File: src/rtl/lcd_pkg.sv
package lcd_pkg;

  typedef enum logic [1:0] {
    LV_VDISP = 2'b00,
    LV_VL    = 2'b01,
    LV_VH    = 2'b10,
    LV_VDD   = 2'b11
  } lvl_t;

  typedef enum logic [1:0] {
    LM_STROBED = 2'b00,
    LM_HOLD    = 2'b01,
    LM_TRANSP  = 2'b10,
    LM_HOLD2   = 2'b11
  } lmode_t;

  // Mirror a level about mid-supply: VDD<->VDISP, VH<->VL.
  function automatic lvl_t flip(input lvl_t l);
    return lvl_t'(~l);
  endfunction

  function automatic lvl_t bp_level(input logic active, input logic second_half);
    lvl_t l;
    l = active ? LV_VDD : LV_VL;
    return second_half ? flip(l) : l;
  endfunction

  function automatic lvl_t seg_level(input logic lit, input logic second_half);
    lvl_t l;
    l = lit ? LV_VDISP : LV_VH;
    return second_half ? flip(l) : l;
  endfunction

  // Returns {a,b,c,d,e,f,g}; codes above nine are dark.
  function automatic logic [6:0] seg7(input logic [3:0] v);
    case (v)
      4'd0: return 7'h7E;
      4'd1: return 7'h30;
      4'd2: return 7'h6D;
      4'd3: return 7'h79;
      4'd4: return 7'h33;
      4'd5: return 7'h5B;
      4'd6: return 7'h5F;
      4'd7: return 7'h70;
      4'd8: return 7'h7F;
      4'd9: return 7'h7B;
      default: return 7'h00;
    endcase
  endfunction

endpackage

File: src/rtl/lcd_frame_timer.sv
module lcd_frame_timer #(
  parameter int SLOT_LEN = 200,
  parameter int NUM_BP   = 3,
  localparam int BP_W    = (NUM_BP > 1) ? $clog2(NUM_BP) : 1,
  localparam int CNT_W   = (SLOT_LEN > 1) ? $clog2(SLOT_LEN) : 1
) (
  input  logic            clk,
  input  logic            rst_n,
  output logic [BP_W-1:0] act_bp,
  output logic            second_half,
  output logic            slot_end
);

  logic [CNT_W-1:0] cyc;
  logic             last_bp;

  assign slot_end = (cyc == CNT_W'(SLOT_LEN - 1));
  assign last_bp  = (act_bp == BP_W'(NUM_BP - 1));

  always_ff @(posedge clk or negedge rst_n) begin
    if (!rst_n) begin
      cyc         <= '0;
      act_bp      <= '0;
      second_half <= 1'b0;
    end else if (slot_end) begin
      cyc <= '0;
      if (last_bp) begin
        act_bp      <= '0;
        second_half <= ~second_half;
      end else begin
        act_bp <= act_bp + BP_W'(1);
      end
    end else begin
      cyc <= cyc + CNT_W'(1);
    end
  end

  assert_cnt_range_R2: assert property (@(posedge clk) disable iff (!rst_n)
    cyc < CNT_W'(SLOT_LEN));
  assert_bp_range_R2: assert property (@(posedge clk) disable iff (!rst_n)
    act_bp < BP_W'(NUM_BP));
  assert_slot_steady_R2: assert property (@(posedge clk) disable iff (!rst_n)
    !slot_end |=> ($stable(act_bp) && $stable(second_half)));
  assert_slot_step_R2: assert property (@(posedge clk) disable iff (!rst_n)
    (slot_end && !last_bp) |=> (act_bp == $past(act_bp) + BP_W'(1)) && $stable(second_half));
  assert_half_swap_R2: assert property (@(posedge clk) disable iff (!rst_n)
    (slot_end && last_bp) |=> (act_bp == '0) && (second_half != $past(second_half)));

endmodule

File: src/rtl/lcd_disp_latch.sv
module lcd_disp_latch
  import lcd_pkg::*;
#(
  parameter int W = 18
) (
  input  logic         clk,
  input  logic         rst_n,
  input  logic [1:0]   mode,
  input  logic         strobe_n,
  input  logic [W-1:0] live,
  output logic [W-1:0] shown,
  output logic         load_en
);

  lmode_t m;
  assign m       = lmode_t'(mode);
  assign load_en = (m == LM_TRANSP) || ((m == LM_STROBED) && !strobe_n);

  always_ff @(posedge clk or negedge rst_n) begin
    if (!rst_n)       shown <= '0;
    else if (load_en) shown <= live;
  end

  assert_hold_keeps_R10: assert property (@(posedge clk) disable iff (!rst_n)
    (mode[0] == 1'b1) |=> $stable(shown));
  assert_strobe_idle_R9: assert property (@(posedge clk) disable iff (!rst_n)
    ((mode == 2'b00) && strobe_n) |=> $stable(shown));
  assert_strobe_load_R9: assert property (@(posedge clk) disable iff (!rst_n)
    ((mode == 2'b00) && !strobe_n) |=> (shown == $past(live)));
  assert_transp_follow_R11: assert property (@(posedge clk) disable iff (!rst_n)
    (mode == 2'b10) |=> (shown == $past(live)));

endmodule

File: src/rtl/lcd_seg_mapper.sv
module lcd_seg_mapper
  import lcd_pkg::*;
#(
  parameter int NUM_DIGITS = 4,
  localparam int LINES     = 3 * NUM_DIGITS
) (
  input  logic [4*NUM_DIGITS-1:0] bcd,
  input  logic                    half,
  input  logic                    neg,
  input  logic [NUM_DIGITS-1:0]   dp,
  input  logic                    cont,
  input  logic                    lowbat,
  output logic [LINES-1:0][2:0]   on_mtx
);

  for (genvar d = 0; d < NUM_DIGITS; d++) begin : g_digit
    logic [6:0] s;
    logic       extra;
    assign s = seg7(bcd[4*d +: 4]);

    if (d == NUM_DIGITS - 1) begin : g_half
      assign extra = half;
    end else if (d == 0) begin : g_cont
      assign extra = cont;
    end else if (d == 1) begin : g_lowbat
      assign extra = lowbat;
    end else if (d == 2) begin : g_sign
      assign extra = neg;
    end else begin : g_none
      assign extra = 1'b0;
    end

    // index within each line = backplane number
    assign on_mtx[3*d]     = {dp[d], s[2], s[1]};   // F, E, DP
    assign on_mtx[3*d + 1] = {s[3], s[0], s[6]};    // A, G, D
    assign on_mtx[3*d + 2] = {extra, s[4], s[5]};   // B, C, extra

    always_comb begin
      if (bcd[4*d +: 4] > 4'd9) begin
        assert_blank_R7: assert (on_mtx[3*d][1:0] == 2'b00 && on_mtx[3*d + 1] == 3'b000
                                 && on_mtx[3*d + 2][1:0] == 2'b00);
      end
    end
  end

endmodule

File: src/rtl/lcd_tri_drv.sv
module lcd_tri_drv
  import lcd_pkg::*;
#(
  parameter int SLOT_LEN   = 200,
  parameter int NUM_DIGITS = 4,
  localparam int NUM_BP    = 3,
  localparam int LINES     = 3 * NUM_DIGITS,
  localparam int RD_W      = 4 * NUM_DIGITS + 2
) (
  input  logic                    clk,
  input  logic                    rst_n,
  input  logic [4*NUM_DIGITS-1:0] live_bcd,
  input  logic                    live_half,
  input  logic                    live_neg,
  input  logic [1:0]              latch_mode,
  input  logic                    strobe_n,
  input  logic [NUM_DIGITS-1:0]   dp_req,
  input  logic                    cont_flag,
  input  logic                    lowbat_flag,
  output logic [2*NUM_BP-1:0]     bp_lvl,
  output logic [2*LINES-1:0]      seg_lvl,
  output logic [1:0]              ann_lvl
);

  logic [1:0]            act_bp;
  logic                  second_half;
  logic                  slot_end;
  logic                  load_en;
  logic [RD_W-1:0]       shown;
  logic [LINES-1:0][2:0] on_mtx;
  logic [NUM_BP-1:0]     bp_full;
  logic [1:0]            act_lvl;

  lcd_frame_timer #(.SLOT_LEN(SLOT_LEN), .NUM_BP(NUM_BP)) u_timer (
    .clk(clk), .rst_n(rst_n),
    .act_bp(act_bp), .second_half(second_half), .slot_end(slot_end)
  );

  lcd_disp_latch #(.W(RD_W)) u_latch (
    .clk(clk), .rst_n(rst_n), .mode(latch_mode), .strobe_n(strobe_n),
    .live({live_neg, live_half, live_bcd}), .shown(shown), .load_en(load_en)
  );

  lcd_seg_mapper #(.NUM_DIGITS(NUM_DIGITS)) u_map (
    .bcd(shown[4*NUM_DIGITS-1:0]), .half(shown[4*NUM_DIGITS]),
    .neg(shown[4*NUM_DIGITS+1]), .dp(dp_req), .cont(cont_flag),
    .lowbat(lowbat_flag), .on_mtx(on_mtx)
  );

  for (genvar i = 0; i < NUM_BP; i++) begin : g_bp
    assign bp_lvl[2*i +: 2] = bp_level(act_bp == 2'(i), second_half);
    assign bp_full[i] = (bp_lvl[2*i +: 2] == LV_VDD) || (bp_lvl[2*i +: 2] == LV_VDISP);
  end

  assign act_lvl = bp_lvl[2*act_bp +: 2];

  for (genvar j = 0; j < LINES; j++) begin : g_line
    assign seg_lvl[2*j +: 2] = seg_level(on_mtx[j][act_bp], second_half);

    assert_seg_not_bp_R4: assert property (@(posedge clk) disable iff (!rst_n)
      seg_lvl[2*j +: 2] != act_lvl);
  end

  assign ann_lvl = second_half ? LV_VDD : LV_VDISP;

  assert_one_full_bp_R3: assert property (@(posedge clk) disable iff (!rst_n)
    $countones(bp_full) == 1);
  assert_ann_opposes_R8: assert property (@(posedge clk) disable iff (!rst_n)
    ann_lvl == ~act_lvl);
  assert_bp_flip_R3: assert property (@(posedge clk) disable iff (!rst_n)
    ($changed(second_half)) |-> (bp_lvl[1:0] == ~$past(bp_lvl[5:4])));

endmodule

File: config.mk
export PLATFORM = sky130hd
export DESIGN_NAME = lcd_tri_drv
export DESIGN_NICKNAME = d
export VERILOG_FILES = /design/src/rtl/lcd_pkg.sv /design/src/rtl/lcd_frame_timer.sv /design/src/rtl/lcd_disp_latch.sv /design/src/rtl/lcd_seg_mapper.sv /design/src/rtl/lcd_tri_drv.sv
export SDC_FILE = /design/constraint.sdc
export NUM_CORES = 1
export LEC_CHECK = 0
export ABC_AREA = 1
export BUFFER_PORTS_ARGS = -buffer_cell sky130_fd_sc_hd__buf_2
export CORE_MARGIN = 3
export CORE_UTILIZATION = 45
export DETAILED_ROUTE_END_ITERATION = 10
export PLACE_DENSITY = 0.68
export REMOVE_ABC_BUFFERS = 1
export SYNTH_ARGS = -nofsm -noshare
export SYNTH_HDL_FRONTEND = slang
export SYNTH_HIERARCHICAL = 1
export SYNTH_SLANG_ARGS = --single-unit
File: constraint.sdc
create_clock -name clk -period 1.6 [get_ports clk]
set_input_delay 0.16 -clock clk [delete_from_list [all_inputs] [get_ports clk]]
set_output_delay 0.16 -clock clk [all_outputs]
set_load 0.005 [all_outputs]
## After elaboration in Yosys (flattened, before gate mapping)

Memories as Yosys holds them, arrays and structs flattened.
Cells that the tools add are included.
W data, S select, Z words.

- Register bits: 29
- ROM bits: 448
- Bits of input ports: 29
- Output and inout bits: 32
- Word-level logic and storage cells: 94
- Memories: 4

Memories:

| name | depth | width | rd ports | clocked after memory_dff | write ports | RTL line | source |
|---|---|---|---|---|---|---|---|
| (no name shown) | 16 | 7 | 1 | 0 | 0 | lcd_pkg.sv:36 | `case (v)` |
| (no name shown) | 16 | 7 | 1 | 0 | 0 | lcd_pkg.sv:36 |  |
| (no name shown) | 16 | 7 | 1 | 0 | 0 | lcd_pkg.sv:36 |  |
| (no name shown) | 16 | 7 | 1 | 0 | 0 | lcd_pkg.sv:36 |  |

- Add/sub/neg operators: 2
- Order comparisons: 1
- Equality and inequality tests: 4
- Multiplexer cells: 57
- Bitwise gates (word level): 16
- Reduce and logical (&&, ||, !) cells: 6

Operators by type and width:

| operator | number |
|---|---|
| $mux W2 | 32 |
| $not A2 Y2 | 15 |
| $bmux W1 S2 | 12 |
| $mux W1 | 12 |
| $add A8 B1 Y8 const B | 1 |
| $eq A8 B8 Y1 const B | 1 |
| $mux W8 | 1 |
| $eq A2 B2 Y1 const B | 2 |
| $logic_not A2 Y1 | 2 |
| $lt A2 B3 Y1 const B | 1 |
| $add A2 B1 Y2 const B | 1 |
| $eq A2 B1 Y1 const B | 1 |
| $reduce_and A2 Y1 | 1 |
| $logic_and A1 B1 Y1 | 1 |
| $logic_not A1 Y1 | 1 |
| $logic_or A1 B1 Y1 | 1 |
| $not A1 Y1 | 1 |

## Depth between registers and ports, before layout

Gate-level depths: netlist of run 1.
An unclocked memory read counts as a cell.

- Depth in word-level cells: 6
- Mapped depth: 12

## Cells and area by module

The synthesis of run 1 kept the hierarchy.

By module, submodules not included:

| module | times used | cells an instance | area an instance (µm²) | seq. area each (µm²) |
|---|---|---|---|---|
| lcd_seg_mapper | 1 | 164 | 900.9 | 0.0 |
| lcd_tri_drv | 1 | 168 | 787.0 | 0.0 |
| lcd_disp_latch | 1 | 80 | 739.5 | 450.4 |
| lcd_frame_timer | 1 | 72 | 555.5 | 275.3 |

## Least setup slack after synthesis of run 1

OpenSTA, ideal clock, no wires.

- Kind: reg-to-output
- Start point: reg u_latch.shown[13]
- End point: out seg_lvl[21]
- Data arrival time: 1274 ps
- Required time: 1440 ps
- Setup slack: 166 ps
- Stages on the path, launching flop included: 11
- Buffers on the path: 0
- Cells stage by stage: dfrtp_1 -> inv_1 -> ha_1 -> nand2_1 -> nand2_1 -> nand2_1 -> nand2_1 -> nand3_1 -> nand3_1 -> nand2_1 -> nand2_1

RTL lines:

| element | RTL line | source |
|---|---|---|
| start: declaration | lcd_disp_latch.sv:11 | `output logic [W-1:0] shown,` |
| start signal: assignment | lcd_disp_latch.sv:21 | `else if (load_en) shown <= live;` |
| end: declaration | lcd_tri_drv.sv:21 | `output logic [2*LINES-1:0] seg_lvl,` |

==> summary.md, run 1 <==
| Metric | Value |
|---|---|
| Outcome | complete, but fails checks |
| Failing checks | setup timing |
| Crit-path slowest cell | dfrtp_1 |
| RSZ-0062 raised after global routing | yes |
| Diode count | 0 |
| Die W | 87.4 um |
| H-tree Lvls | 2 |
| FP Rows | 29 |
| Skew-Pair Late Insertion Delay | 280 ps |
| ANT nets after route | 0 |
| Die H | 87.4 um |
| Worst Path Arrival | 1760 ps |
| First DRT Iteration DRCs | 117 |
| Initial Util | 46.6% |
| Skew final | 1.68 ps |
| Reg area | 731 um^2 |
| Maximum VDD drop | 0.000485 V |
| Non-filler cells, final | 619 |
| Most frequent cells in the layout | nand2_1 (207), nand3_1 (65), buf_2 (60) |
| Io pins | between 60 and 70 |
| Syn Inst Count | 483 |
| Largest net degree at the start of global routing | 30 |
| WHS Path Cells | 3 |
| Critical Path Start Type | register |
| Drt wl/cell | 11.7 um |
| Post-DP HPWL | 4910 um |
| Drc violations | 0 |
| GRT Total Usage | 19.6% |
| Fin. max-slew vios | 0 |
| CP bufs+invs | 3 |
| Max frequency | 0.521 GHz |
| Final hold slack | 108 ps |
| Max-slew headroom | 56.1% |
| Least-Margin Pin Slew | 659 ps |
| Num CTS Buffers | 5 |
| Clock Path Buffers | 2 |
| Grt ovf | 0 |
| Area of the multi-input gates | 2110 um^2 |
| Delay-heaviest family, CP | simple AND/OR/NAND/NOR gates |
| P&R area growth vs syn | 26.6% |
| Dpl ws | -64.3 ps |
| Crit Path Class | reg2out |
| Hold Path End | u_latch/shown[14] |
| Worst r2r src | u_timer/act_bp[0] |
| Max stage delay on crit path | 430 ps |
| Vias in the first global route | 2780 |
| Overall power | ~2.6 mW |
| CTS tree | built |
| Routability cong. | 0.887 |
| Initial antenna violation count | 0 |
| Worst reg2reg path depth | 4 |
| Pwr per Cell Area | 681 nW/um^2 |
| CP Cell Sequence | buf_6 -> ha_4 -> inv_2 -> nand2_2 -> nand2_1 -> nand2_1 -> nand2_1 -> nand2_1 -> nand2_1 -> nand2_1 -> nand3_1 -> nand2_1 -> buf_2 |
| P_leak | 2.12 nW |
| Hold Crit Class | in2reg |
| First-pass GRT wire length | ~12000 um |
| Max cap viols | 0 |
| Final setup violation count | 12 |
| Critical Path RT | 1440 ps |
| Critical path peak fanout | 3 |
| Ratio of final minimum period to clock period | 120% |
| CTS clk-pin slew, worst paths | 60 ps |
| Fill count | 627 |
| Setup slack, reg-to-reg | approximately 320 ps |
| Synthesized area | 2980 um^2 |
| Syn Area/Cell | about 6.2 um^2 |
| Fin nets | slightly below 600 |
| Placed Instances | around 600 |
| Placed cell area | 3210 um^2 |
| Most common cell after layout, fill and taps aside | nand2_1 |
| Final wirelength | 7260 um |
| Most used cell, CP | nand2_1 |
| Final Util | 59.1% |
| Tmin final | 1920 ps |
| Core area | 6390 um^2 |
| Clock sinks | 29 |
| Full die area | between 7000 and 8000 um^2 |
| Hold Violations, Final | 0 |
| CP endpoint kind | output port |
| Port buffer count | 60 |
| CTS root buf | clkbuf_8 |
| Pre-antenna DRT Iters | 4 |
| YS warnings | 6 |
| Reg2reg end | u_timer/act_bp[0] |
| Design Area, Final | 3770 um^2 |
| Drt via density | 4.98 |
| Vias | a little over 3000 |
| Setup WS post-layout | -320 ps |
| Hold wc startpoint | live_bcd[14] |
| Share of layout cells above drive strength 1 | 35.6% |
| Setup_tns | -3110 ps |
worst max-delay path by stage:
stage,cells past startpoint,to,from
CTS,13,seg_lvl[9],u_latch/shown[4]
finish,13,seg_lvl[9],u_latch/shown[4]
global placement,11,seg_lvl[9],u_latch/shown[4]
floorplan,2,bp_lvl[3],u_timer/second_half
global route,13,seg_lvl[9],u_latch/shown[4]
detailed placement,11,seg_lvl[9],u_latch/shown[5]
worst min-delay path: stages:
cell and delay [ps]:
buf_2 70, nand3_1 60, nand2_1 60
per-layer routing:
layer  track usage, %  part of all wire (%)  vias to the layer above  wire length, um
met5                0                     0                        -                0
met4             7.39                   2.4                        0              172
met3             2.93                   5.4                       14              392
met2             34.8                    50                      108             3630
met1             23.6                    42                     1380             3060
li1                 -                     -                     1582                -
power by group:
| part | switching (mW) | internal, mW | total, mW |
|---|---|---|---|
| Combinational | 0.635 | 0.479 | 1.11 |
| Clock | 0.281 | 0.301 | 0.582 |
| Sequential | 0.0861 | 0.789 | 0.875 |
registers in the layout (all words and copies together), names as in the netlist:
name / cells
u_timer/cyc: 8
u_latch/shown: 18
u_timer/second_half: 1
u_timer/act_bp: 2
repair_timing:
action / in CTS / in global routing
endpoints found under the hold margin: 29 / 0
endpoints found under the setup margin: 12 / 15
gates resized for setup: 62 / 37
gates cloned: 0 / 0
hold buffers: 1 / 0
setup buffers: 14 / 0
pin swaps: 41 / 30
cell type report:
cell class | count | area share, %
multi-input combinational | 371 | 56.1
sequential | 29 | 19.4
timing repair buffer | 89 | 14.7
inverter | 45 | 5.14
tap | 77 | 2.55
clock buffer | 6 | 1.92
clock inverter | 2 | 0.265
Power figures use the tool's default switching activity.
==> run 2, diff against run 1 <==
--- a/config.mk
+++ b/config.mk
@@ -6,11 +6,11 @@
 export NUM_CORES = 1
 export LEC_CHECK = 0
 export ABC_AREA = 1
-export BUFFER_PORTS_ARGS = -buffer_cell sky130_fd_sc_hd__buf_2
+export CAP_MARGIN = 20
 export CORE_MARGIN = 3
 export CORE_UTILIZATION = 45
 export DETAILED_ROUTE_END_ITERATION = 10
-export PLACE_DENSITY = 0.68
+export DONT_BUFFER_PORTS = 1
 export REMOVE_ABC_BUFFERS = 1
 export SYNTH_ARGS = -nofsm -noshare
 export SYNTH_HDL_FRONTEND = slang
==> summary.md, run 2 (synthesis results as in run 1) <==
| Metric | Value |
|---|---|
| Initial antenna violation count | 0 (unchanged) |
| Ratio of final minimum period to clock period | 110% (-9.9 points) |
| P&R area growth vs syn | 19.7% |
| Clock Path Buffers | 2 (unchanged) |
| Diode count | 0 (unchanged) |
| Largest register FFs | 18 (unchanged) |
| Critical Path RT | 1440 ps (about the same) |
| Final hold slack | 4.57 ps (-103 ps) |
| ANT nets after route | 0 (unchanged) |
| CTS tree | built |
| Hold Crit Class | in2reg |
| Biggest regs | u_latch/shown: 18 flops, u_timer/cyc: 8 flops, u_timer/act_bp: 2 flops |
| Design Area, Final | 3570 um^2 (-5.4%) |
| Maximum VDD drop | 0.000486 V (+0.22%) |
| Crit Path Class | reg2out |
| Port buffer count | 0 (-100%) |
| Hold Violations, Final | 0 (unchanged) |
| Reg area | 731 um^2 (unchanged) |
| Skew-Pair Late Insertion Delay | 290 ps (about the same) |
| Critical path peak fanout | 4 (+1) |
| Largest net degree at the start of global routing | 30 (unchanged) |
| Die H | 87.4 um (unchanged) |
| Final Util | 55.9% (-3.2 points) |
| CTS root buf | clkbuf_8 |
| Final setup violation count | 12 (unchanged) |
| RSZ-0062 raised after global routing | yes |
| Setup_tns | -1620 ps (+1490 ps) |
| Drt via density | 4.98 (-0.14%) |
| Max stage delay on crit path | 400 ps (-30 ps) |
| Least-Margin Pin Slew | 290 ps (-369 ps) |
| Skew final | 7.05 ps (+5.36 ps) |
| Tmin final | 1760 ps (-159 ps) |
| Critical Path Start | u_latch/shown[13] |
| Core area | 6390 um^2 (unchanged) |
| Worst Path Arrival | 1600 ps (-160 ps) |
| P_leak | 1.92 nW (-9.4%) |
| Outcome | complete, but fails checks |
| Area of the multi-input gates | 2110 um^2 (unchanged) |
| Worst reg2reg path depth | 6 (+2) |
| CP endpoint kind | output port |
| Worst r2r src | u_timer/act_bp[1] |
| Setup slack, reg-to-reg | 370 ps (+50 ps) |
| Max cap viols | 0 (unchanged) |
| Clock sinks | 29 (unchanged) |
| Most used cell, CP | nand2_1 |
| Setup WS post-layout | -161 ps (+159 ps) |
| Critical Path Start Type | register |
| Fin nets | 541 (-9.1%) |
| Post-DP HPWL | 4840 um (-1.4%) |
| Largest Register | u_latch/shown |
| Placed cell area | 2900 um^2 (-9.6%) |
| Vias | 2811 (-8.9%) |
| Most frequent cells in the layout | nand2_1 (205), nand3_1 (64), nand2_2 (34) |
| Pre-antenna DRT Iters | 4 (unchanged) |
| Full die area | 7630 um^2 (unchanged) |
| Failing checks | setup timing |
| Crit-path slowest cell | dfrtp_1 |
| Initial Util | 46.6% (unchanged) |
| Reg2reg end | u_timer/second_half |
| Dpl ws | 30.2 ps (+94.4 ps) |
| Vias in the first global route | 2574 (-7.4%) |
| Pwr per Cell Area | 794 nW/um^2 (+17%) |
| Die W | 87.4 um (unchanged) |
| GRT Total Usage | 19.1% (-0.47 points) |
| Most common cell after layout, fill and taps aside | nand2_1 |
| Drt wl/cell | 12.8 um (+9.3%) |
| Io pins | 61 (unchanged) |
| Fill count | 627 (unchanged) |
| First-pass GRT wire length | 11700 um (-3.3%) |
| Max-slew headroom | 80.7% (+25 points) |
| Max frequency | 0.568 GHz (+9.0%) |
| Grt ovf | 0 (unchanged) |
| CP Cell Sequence | inv_2 -> ha_4 -> nand2_2 -> nand2_1 -> nand2_1 -> nand2_1 -> nand3_2 -> nand3_2 -> nand2_1 -> nand2_1 |
| Routability cong. | 0.857 (-3.4%) |
| Drc violations | 0 (unchanged) |
| Fin. max-slew vios | 0 (unchanged) |
| Final wirelength | 7240 um (-0.22%) |
| First DRT Iteration DRCs | 104 (-11%) |
| FP Rows | 29 (unchanged) |
| Share of layout cells above drive strength 1 | 29.3% (-6.3 points) |
| CP endpoint | seg_lvl[21] |
| H-tree Lvls | 2 (unchanged) |
| CTS clk-pin slew, worst paths | 70 ps (about the same) |
| Num CTS Buffers | 5 (unchanged) |
run 2: power breakdown:
group,internal [mW],total (mW),switching (mW)
combinational,0.437,1.04,0.604
clock,0.619,0.925,0.306
sequential,0.789,0.867,0.0783
run 2: cell type report:
cell class,instances,share of cell area [%]
multi-input combinational,371,59.3
tap,77,2.70
sequential,29,20.5
clock buffer,5,1.93
clock inverter,3,1.82
inverter,45,5.16
timing repair buffer,35,8.63
run 2: worst min-delay path by stage:
stage	from	endpoint	slack [ps]	depth (start not counted)
floorplan	rst_n	u_latch/shown[0]	-140	0
global placement	rst_n	u_latch/shown[10]	-140	0
detailed placement	rst_n	u_latch/shown[11]	-140	0
CTS	live_neg	u_latch/shown[17]	1	2
global route	live_bcd[8]	u_latch/shown[8]	10	2
finish	live_bcd[8]	u_latch/shown[8]	5	2
run 2: repair_timing:
item	in CTS	in global routing
endpoints found under the setup margin	12	14
resized for setup	42	54
endpoints found under the hold margin	29	0
hold buffers	2	0
pin swaps	32	21
setup buffers	17	3
run 2: metrics by stage:
| step | total power, mW | cells |
|---|---|---|
| floorplan | 1.45 | 445 |
| global placement | 1.59 | 535 |
| detailed placement | 1.60 | 535 |
| CTS | 2.71 | 562 |
| global route | 3.05 | 565 |
| finish | 2.83 | 565 |
run 2: worst max-delay path, delay by kind of cell, from the launching register on:
family	cells	cell delay, ps
simple gates	8	520
buf+inv	1	110
flops	1	400
fa+ha+maj	1	280
run 2: per-layer routing:
layer	up-vias	global-route usage, %	part of all wire [%]
li1	1477	-	-
met1	1274	22.1	43
met2	51	34.7	51
met3	9	3.60	4.8
met4	0	6.97	1.2
met5	-	0	0
